**config.mk**
```make
export PLATFORM = sky130hd
export DESIGN_NAME = baud_div_validator
export DESIGN_NICKNAME = d
export VERILOG_FILES = /design/src/rtl/bdv_pkg.sv /design/src/rtl/bdv_window.sv /design/src/rtl/bdv_leaky_avg.sv /design/src/rtl/baud_div_validator.sv
export SDC_FILE = /design/constraint.sdc
export NUM_CORES = 1
export LEC_CHECK = 0
export BUFFER_PORTS_ARGS = -buffer_cell sky130_fd_sc_hd__buf_4
export CAP_MARGIN = 30
export CORE_MARGIN = 2
export CORE_UTILIZATION = 55
export CTS_CLUSTER_DIAMETER = 120
export DETAILED_ROUTE_END_ITERATION = 12
export GPL_ROUTABILITY_DRIVEN = 0
export PLACE_DENSITY = 0.74
export SYNTH_ARGS = -nofsm -noshare
export SYNTH_HDL_FRONTEND = slang
export SYNTH_SLANG_ARGS = --single-unit
```
**constraint.sdc**
```tcl
create_clock -name clk -period 15.4 [get_ports clk]
set_clock_uncertainty 0.1 [all_clocks]
set_input_delay 1.54 -clock clk [delete_from_list [all_inputs] [get_ports clk]]
set_output_delay 1.54 -clock clk [all_outputs]
set_load 0.02 [all_outputs]
```
**src/rtl/bdv_pkg.sv**
```systemverilog
package bdv_pkg;
  typedef enum logic {
    VERDICT_PASS = 1'b0,
    VERDICT_FAIL = 1'b1
  } verdict_e;
endpackage

```
**src/rtl/bdv_window.sv**
```systemverilog
module bdv_window #(
  parameter int DIV_W = 16
) (
  input  logic [DIV_W-1:0] center,
  input  logic [DIV_W-1:0] spread,
  input  logic [DIV_W-1:0] sample,
  output bdv_pkg::verdict_e verdict
);
  localparam int EXT_W = DIV_W + 1;

  logic [EXT_W-1:0] hi_sum;
  logic [DIV_W-1:0] lo_lim;
  logic [DIV_W-1:0] hi_lim;

  always_comb begin
    hi_sum = {1'b0, center} + {1'b0, spread};
    hi_lim = hi_sum[DIV_W] ? {DIV_W{1'b1}} : hi_sum[DIV_W-1:0];
    lo_lim = (center < spread) ? '0 : (center - spread);
    if ((sample >= lo_lim) && (sample <= hi_lim))
      verdict = bdv_pkg::VERDICT_PASS;
    else
      verdict = bdv_pkg::VERDICT_FAIL;
  end
endmodule

```
**src/rtl/bdv_leaky_avg.sv**
```systemverilog
module bdv_leaky_avg #(
  parameter int DIV_W   = 16,
  parameter int SHIFT_N = 4
) (
  input  logic             clk,
  input  logic             rst,
  input  logic [DIV_W-1:0] seed,
  input  logic             upd_en,
  input  logic [DIV_W-1:0] sample,
  output logic [DIV_W-1:0] avg_o
);
  localparam int ACC_W = DIV_W + SHIFT_N;
  localparam logic [ACC_W-1:0] MAX_DIV = ACC_W'((1 << DIV_W) - 1);
  localparam logic [ACC_W-1:0] ACC_CAP = (MAX_DIV << SHIFT_N) - MAX_DIV;

  logic [ACC_W-1:0] acc_q;
  logic [ACC_W-1:0] seed_ext;
  logic [ACC_W-1:0] sum;
  logic [ACC_W-1:0] avg_next;

  always_comb begin
    seed_ext = {{SHIFT_N{1'b0}}, seed};
    sum      = acc_q + {{SHIFT_N{1'b0}}, sample};
    avg_next = sum >> SHIFT_N;
  end

  always_ff @(posedge clk) begin
    if (rst) begin
      acc_q <= (seed_ext << SHIFT_N) - seed_ext;
      avg_o <= seed;
    end else if (upd_en) begin
      acc_q <= sum - avg_next;
      avg_o <= avg_next[DIV_W-1:0];
    end
  end


  no_overflow_chk: assert property (@(posedge clk) disable iff (rst)
    acc_q <= ACC_CAP);


  avg_hold_chk: assert property (@(posedge clk) disable iff (rst)
    !upd_en |=> $stable(avg_o));
endmodule

```
**src/rtl/baud_div_validator.sv**
```systemverilog
module baud_div_validator #(
  parameter int DIV_W   = 16,
  parameter int SHIFT_N = 4
) (
  input  logic             clk,
  input  logic             rst,
  input  logic [DIV_W-1:0] cfg_nominal,
  input  logic [DIV_W-1:0] cfg_tol,
  input  logic [DIV_W-1:0] meas_div,
  input  logic             meas_valid,
  output logic [DIV_W-1:0] res_div,
  output logic             res_reject,
  output logic             res_valid,
  output logic [DIV_W-1:0] avg_div
);
  import bdv_pkg::*;

  verdict_e verdict;
  logic     take;

  bdv_window #(.DIV_W(DIV_W)) u_window (
    .center (cfg_nominal),
    .spread (cfg_tol),
    .sample (meas_div),
    .verdict(verdict)
  );

  assign take = meas_valid && (verdict == VERDICT_PASS);

  bdv_leaky_avg #(.DIV_W(DIV_W), .SHIFT_N(SHIFT_N)) u_avg (
    .clk   (clk),
    .rst   (rst),
    .seed  (cfg_nominal),
    .upd_en(take),
    .sample(meas_div),
    .avg_o (avg_div)
  );

  always_ff @(posedge clk) begin
    if (rst) begin
      res_valid  <= 1'b0;
      res_reject <= 1'b0;
      res_div    <= cfg_nominal;
    end else begin
      res_valid <= meas_valid;
      if (meas_valid) begin
        res_reject <= (verdict == VERDICT_FAIL);
        res_div    <= (verdict == VERDICT_PASS) ? meas_div : avg_div;
      end
    end
  end


  strobe_lat_chk: assert property (@(posedge clk) disable iff (rst)
    meas_valid |=> res_valid);

  strobe_idle_chk: assert property (@(posedge clk) disable iff (rst)
    !meas_valid |=> !res_valid);

  pass_through_chk: assert property (@(posedge clk) disable iff (rst)
    (res_valid && !res_reject) |-> (res_div == $past(meas_div)));

  substitute_chk: assert property (@(posedge clk) disable iff (rst)
    (res_valid && res_reject) |-> (res_div == $past(avg_div)));

  reject_freeze_chk: assert property (@(posedge clk) disable iff (rst)
    (res_valid && res_reject) |-> $stable(avg_div));

  result_hold_chk: assert property (@(posedge clk) disable iff (rst)
    !meas_valid |=> ($stable(res_div) && $stable(res_reject)));
endmodule

```
==> Word-level counts from Yosys, hierarchy flattened <==
Index checks and enable logic that the tools add are counted.
{ "word_totals": {"register_bits": 54, "out_inout_bits": 34, "input_bits": 51} }
{ "op_classes": {"muxes": 10, "order_cmp": 3, "reduce_logical": 4, "add_sub_neg": 5} }
{ "op_table": {"columns": ["op", "n"], "rows": [
  ["$mux W16", 7],
  ["$mux W20", 2],
  ["$sub A20 B16 Y20", 2],
  ["$add A20 B16 Y20", 1],
  ["$add A16 B16 Y17", 1],
  ["$ge A16 B16 Y1", 1],
  ["$le A16 B16 Y1", 1],
  ["$lt A16 B16 Y1", 1],
  ["$sub A16 B16 Y16", 1],
  ["$reduce_bool A2 Y1", 2],
  ["$logic_and A1 B1 Y1", 2],
  ["$mux W1", 1]
]} }

==> Logic depth before layout (Yosys ltp) <==
Gate-level depths: netlist (run 1).
{ "depth": {"ltp_word": 7, "ltp_mapped": 25, "ltp_nobuf": 24} }

==> By module <==
From an unflattened synthesis (run 1), not the netlist that was laid out.
{ "hier_totals": {"cells_unflattened": 893, "hier_area_um2": 7397.1} }
{ "by_module_without_submodules": {"columns": ["mod", "area_each_um2", "n_inst", "cells_each"], "rows": [
  ["bdv_leaky_avg", 4051.4, 1, 483],
  ["bdv_window", 2434.8, 1, 333],
  ["baud_div_validator", 910.9, 1, 77]
]} }

==> Least setup slack after synthesis (run 1) <==
No wires, ideal clock.
{ "synth_timing": {"path_type": "in2reg", "start": "input port cfg_nominal[0]", "end": "register u_avg.acc_q[0] (enable)", "arrival_time_ns": 6.229, "path_stages": 23, "path_slack_ns": 8.679, "cell_sequence": "ha_1 fa_1 a21oi_1 o21a_2 o21ai_1 a21oi_1 o21ai_1 a221o_1 a221oi_4 o31ai_2 buf_6 nor2_1 ha_1 nor2b_1 o21a_1 o21a_1 o21a_1 o21a_1 o21a_1 o21a_1 o21a_1 nor2_1 a21o_1"} }
{ "synth_via": {"elab_chain_len": 6} }
{ "synth_rtl": {"columns": ["element", "line", "rtl"], "rows": [
  ["from (decl)", "baud_div_validator.sv:7", "input logic [DIV_W-1:0] cfg_nominal,"],
  ["$sub A16 B16 Y16, or another cell as far along", "bdv_window.sv:18", "lo_lim = (center < spread) ? '0 : (center - spread);"],
  ["$mux W16 (on tied branches)", "bdv_window.sv:18, bdv_window.sv:17", null],
  ["$ge A16 B16 Y1 or $le A16 B16 Y1 (tied branches)", "bdv_window.sv:19", "if ((sample >= lo_lim) && (sample <= hi_lim))"],
  ["$logic_and A1 B1 Y1 (*)", "bdv_window.sv:19", null],
  ["$logic_and A1 B1 Y1 (*)", "baud_div_validator.sv:28", "assign take = meas_valid && (verdict == VERDICT_PASS);"],
  ["$reduce_bool A2 Y1 (no source line) (*)", null, null],
  ["to (signal assigned)", "bdv_leaky_avg.sv:29", "acc_q <= (seed_ext << SHIFT_N) - seed_ext;"],
  ["to (signal assigned)", "bdv_leaky_avg.sv:32", "acc_q <= sum - avg_next;"],
  ["to (decl)", "bdv_leaky_avg.sv:16", "logic [ACC_W-1:0] acc_q;"]
]} }
Every way passes the cells marked *; elsewhere a longest branch is shown, timed or not.
A chain may end at the register's enable or synchronous reset.

==> Worst setup path in the final report (run 1) <==
{ "layout_timing": {"start": "input port cfg_nominal[0]", "end": "register u_avg.acc_q[9] (enable)"} }
Same word-level chain as after synthesis.

==> impl_metrics.env, run 1 <==
export IMPL_dieArea_um2=13400
export IMPL_synth_flop_cell="edfxtp_1"
export IMPL_r2r_start="u_avg.acc_q[1]"
export IMPL_layout_nets=1042
export IMPL_synth_top_area_share_pct=22.7
export IMPL_setup_viol=0
export IMPL_n_antenna_cell=0
export IMPL_hold_viol_final=0
export IMPL_synth_edf_count=52
export IMPL_power_mw=1.71
export IMPL_final_cells=1047
export IMPL_worst_path_most_repeated_cell="o21a_1"
export IMPL_postCtsResizedCells=0
export IMPL_port_buffers=84
export IMPL_cts_clk_slew_worst_paths_ps=70
export IMPL_timing_final_ws_setup_ps=8610
export IMPL_syn_nets=970
export IMPL_numCtsBuffers=5
export IMPL_synth_top_cell_by_area="edfxtp_1"
export IMPL_drc=0
export IMPL_cap_violations=0
export IMPL_rsz0062_at_grt="false"
export IMPL_core_area_um2=12100
export IMPL_crit_type="input port to flop"
export IMPL_cts_buffer_depth=2
export IMPL_die_h_um=116
export IMPL_p_leak_nw=3.56
export IMPL_cp_startpoint="cfg_nominal[0]"
export IMPL_io_pins=85
export IMPL_drv_slew=0
export IMPL_syn_to_final_growth_pct=13.7
export IMPL_holdPathStages=2
export IMPL_max_stage_delay_ps=420
export IMPL_worst_pin_slew_ps=666
export IMPL_track_usage_pct=28.1
export IMPL_holdBufCountCts=0
export IMPL_antenna_found_initial=0
export IMPL_required_ps=15240
export IMPL_worstPathArrival_ps=6630
export IMPL_dp_cells=1039
export IMPL_wl_per_cell_um=17.9
export IMPL_endpoint_kind="flop"
export IMPL_outcome="finished clean"
export IMPL_ir_drop_uv=226
export IMPL_cp_top_family="compound AO/OA/AOI/OAI gates"
export IMPL_crit_fanout=36
export IMPL_rr_worst_depth=16
export IMPL_drive_gt1_share_pct=15.4
export IMPL_synthCells=806
export IMPL_final_antenna_net_count=0
export IMPL_drt_iter0_markers=744
export IMPL_holdCritPathClass="flop to flop"
export IMPL_die_width_um=116
export IMPL_final_util_pct=64.7
export IMPL_nFillCells=1030
export IMPL_via_count=6316
export IMPL_syn_area_um2=6890
export IMPL_numClockSinks=54
export IMPL_mostFrequentLayoutCells="ha_1, buf_4, nor2_1"
export IMPL_rows=40
export IMPL_slowest_stage="fa_1"
export IMPL_final_common_cell="ha_1"
export IMPL_hp_start="res_reject"
export IMPL_slew_headroom_pct=55.3
export IMPL_viasPerCell=6.03
export IMPL_start_kind="input port"
export IMPL_powerDensity_nw_per_um2=218
export IMPL_fin_tns_setup_ps=0
export IMPL_firstDrtPassIters=5
export IMPL_max_freq_mhz=147
export IMPL_grt_max_degree=58
export IMPL_worstSkewPairLatency_ps=300
export IMPL_synth_area_top_cells="edfxtp_1, ha_1, xnor2_1"
export IMPL_async_reset_ff_share_pct=0
export IMPL_grt_pass1_wl_mm=29.8
export IMPL_fin_crit_sh_pct=44.1
export IMPL_detail_route_wirelength_mm=18.8
export IMPL_cts_tree="done"
export IMPL_ys_seq_elements=54
export IMPL_synth_seq_area_share_pct=23.2
export IMPL_yosysUniqueCellTypes=74
export IMPL_preCtsSetupSlack_ps=8350
export IMPL_cts_setup_buffers=0
export IMPL_syn_avg_cell_area_um2=8.55
export IMPL_fin_crit_ps=6790
export IMPL_grt_ovfl_total=0
export IMPL_cp_depth=25
export IMPL_yosysWarnings=0
export IMPL_grt_pass1_vias=6187
export IMPL_cp_num_buf_inv=3
export IMPL_root_buffer="clkbuf_16"
export IMPL_htreeDepth=2
export IMPL_start_util_pct=56.9
export IMPL_post_dp_hpwl_mm=15.2
[per-stage QoR]
step | area, um2 | hold WS [ps]
finish | 7840 | 410
global route | 7840 | 450
CTS | 7840 | 419
detailed placement | 7670 | 408
global placement | 7640 | 399
floorplan | 6890 | 470
[cells in the mapped netlist, drive strengths merged (16+ instances only)]
cell type	count
inv	63
nor2	69
o21ai	69
edfxtp	52
a21oi	62
xnor2	39
ha	109
nand3	27
xor2	32
a31oi	20
clkbuf	16
a21o	28
nand2	56
[sequential cells by signal (all words and copies together) (netlist names)]
name         count
res_reject       1
res_valid        1
res_div         16
u_avg.acc_q     20
u_avg.avg_o     16
[worst paths after layout]
kind,endpoint,slack (ps)
worst max register to register,u_avg.acc_q[19],10590
worst max-delay path,u_avg.acc_q[9],8610
worst min register to register,res_reject,410
worst min-delay path,res_reject,410
[logic make-up after synthesis]
logic type | share of synthesized area [%]
AO/OA/AOI/OAI | 24.9
XOR/XNOR | 9.51
adder cells (fa/ha/maj) | 21.0
buffers and inverters | 5.19
flip-flops | 23.2
multiplexers | 0.763
AND/OR/NAND/NOR | 15.5
[final cells by class]
| class | count | area (um2) | share of cell area [%] |
|---|---|---|---|
| Sequential cell | 54 | 1600 | 20.4 |
| Tap cell | 168 | 210 | 2.68 |
| Multi-Input combinational cell | 664 | 4930 | 62.9 |
| Inverter | 64 | 240 | 3.07 |
| Timing Repair Buffer | 89 | 688 | 8.78 |
| Clock buffer | 5 | 125 | 1.60 |
| Clock inverter | 3 | 40.0 | 0.511 |
[metal layers]
layer	wire length (um)	part of all wire (%)	GRT usage, %
met2	9200	49	50.1
met4	209	1.1	5.79
met5	0	0	0
met1	8070	43	36.9
met3	1300	6.9	3.35
[power by group]
group          internal, mW  total, mW  leakage, nW  switching, mW
clock                0.0764      0.131       0.0836         0.0551
sequential            0.256      0.286        0.539         0.0301
combinational         0.551       1.29         2.94          0.739
total                 0.883       1.71         3.56          0.824
[worst reg2reg max path: cells and delay by family, from the launching register on]
family                     cells  cell delay [ps]
xor gates and xnor gates       2              700
AOI/OAI and AO/OA              7             1890
and+or+nand+nor                4              740
DFF                            1              420
adders and majority gates      2              620
muxes                          1               90
No activity file was read; power rests on OpenSTA's default activity.
==> run 2: changes to the inputs <==
- PLACE_DENSITY: 0.74 -> 0.77
- clock period: 15.4 -> 5.9 ns (I/O delays scaled with it)
==> impl_metrics.env, run 2 (same netlist as run 1, synthesis figures left out) <==
export IMPL_viasPerCell=6.03
export IMPL_worstPathArrival_ps=5350
export IMPL_crit_fanout=16
export IMPL_final_common_cell="ha_1"
export IMPL_post_dp_hpwl_mm=15.0
export IMPL_hold_viol_final=0
export IMPL_fin_crit_ps=5430
export IMPL_postCtsResizedCells=0
export IMPL_grt_max_degree=58
export IMPL_track_usage_pct=27.8
export IMPL_holdPathStages=2
export IMPL_cts_clk_slew_worst_paths_ps=60
export IMPL_final_antenna_net_count=0
export IMPL_antenna_found_initial=0
export IMPL_endpoint_kind="flop"
export IMPL_drt_iter0_markers=574
export IMPL_start_util_pct=56.9
export IMPL_detail_route_wirelength_mm=18.5
export IMPL_holdBufCountCts=0
export IMPL_die_h_um=116
export IMPL_root_buffer="clkbuf_16"
export IMPL_top_regs="u_avg.acc_q: 20 flops, res_div: 16 flops, u_avg.avg_o: 16 flops"
export IMPL_powerDensity_nw_per_um2=562
export IMPL_max_freq_mhz=184
export IMPL_cts_buffer_depth=2
export IMPL_p_leak_nw=3.57
export IMPL_hp_start="meas_valid"
export IMPL_top_register="u_avg.acc_q"
export IMPL_htreeDepth=2
export IMPL_firstDrtPassIters=6
export IMPL_crit_type="input port to flop"
export IMPL_slowest_stage="o31ai_2"
export IMPL_max_stage_delay_ps=530
export IMPL_cts_tree="done"
export IMPL_wl_per_cell_um=17.6
export IMPL_cp_startpoint="cfg_nominal[0]"
export IMPL_grt_ovfl_total=0
export IMPL_holdCritPathClass="input port to flop"
export IMPL_r2r_end="u_avg.acc_q[19]"
export IMPL_cts_setup_buffers=0
export IMPL_drv_slew=0
export IMPL_numClockSinks=54
export IMPL_hold_end="res_reject"
export IMPL_syn_to_final_growth_pct=13.9
export IMPL_numCtsBuffers=5
export IMPL_largest_reg_flops=20
export IMPL_final_util_pct=64.8
export IMPL_rows=40
export IMPL_dieArea_um2=13400
export IMPL_slew_headroom_pct=57.4
export IMPL_layout_nets=1045
export IMPL_die_width_um=116
export IMPL_worst_path_most_repeated_cell="o21ai_1"
export IMPL_via_count=6335
export IMPL_fin_area_um2=7850
export IMPL_fin_crit_sh_pct=92.0
export IMPL_drc=0
export IMPL_port_buffers=84
export IMPL_grt_pass1_wl_mm=29.4
export IMPL_io_pins=85
export IMPL_worst_pin_slew_ps=636
export IMPL_mostFrequentLayoutCells="ha_1, buf_4, nor2_1"
export IMPL_rsz0062_at_grt="false"
export IMPL_outcome="finished clean"
export IMPL_setup_viol=0
export IMPL_fin_tns_setup_ps=0
export IMPL_cap_violations=0
export IMPL_drive_gt1_share_pct=15.4
export IMPL_grt_pass1_vias=6288
export IMPL_regToRegSetupSlack_ps=830
export IMPL_place_area_um2=7710
export IMPL_required_ps=5820
export IMPL_start_kind="input port"
export IMPL_rr_worst_depth=16
export IMPL_r2r_start="u_avg.acc_q[1]"
export IMPL_core_area_um2=12100
export IMPL_ir_drop_uv=441
export IMPL_worstSkewPairLatency_ps=300
==> run 2: changes by cell type in the layout (fill, tap and decap cells not counted), sizes merged <==
cell,before,now
bufinv,1,0
buf,89,92
clkinv,3,1
clkbuf,5,7
diode,0,1
==> run 2: power breakdown <==
part           internal (mW)  total, mW  switching, mW
registers              0.668      0.747         0.0789
clock network          0.167      0.294          0.127
logic                   1.44       3.37           1.93
total                   2.28       4.41           2.13
==> run 2: metrics by stage <==
stage | worst slack (ps) | std cells | hold slack (ps) | total power, mW
2_1_floorplan | 129 | 806 | 470 | 3.33
5_1_grt | 171 | 1049 | 429 | 4.77
4_1_cts | 483 | 1049 | 417 | 4.38
3_3_place_gp | 329 | 1041 | 440 | 3.89
6_report | 472 | 1050 | 409 | 4.41
3_5_place_dp | 193 | 1042 | 444 | 4.07
==> run 2: layout make-up <==
type / count / area (um2)
Sequential cell: 54 / 1600
Inverter: 64 / 240
Multi-Input combinational cell: 664 / 4930
Antenna cell: 1 / 2.50
Clock buffer: 7 / 143
Timing Repair Buffer: 92 / 723
Tap cell: 168 / 210
Fill cell: 1010 / 4260
==> run 2: how the worst max path moves through the flow <==
stage	to	slack (ps)	depth (start not counted)
floorplan	u_avg.acc_q[0]	130	23
global placement	u_avg.acc_q[3]	330	25
detailed placement	u_avg.acc_q[14]	190	25
CTS	u_avg.avg_o[14]	480	25
global route	u_avg.avg_o[13]	170	25
finish	res_div[3]	470	25
==> run 2: per-layer routing <==
layer | global-route usage, % | vias up | wire length, um
met5 | 0 | - | 0
met3 | 3.82 | 53 | 1070
met2 | 50.2 | 241 | 9030
met1 | 33.4 | 2975 | 7850
li1 | - | 3066 | -
met4 | 11.3 | 0 | 544
==> run 2: critical path, delay by kind of cell <==
kind,cells,cell delay [ps]
buffers and inverters,2,210
adders and majority gates,3,860
and+or+nand+nor,6,850
AOI/OAI and AO/OA,14,2830
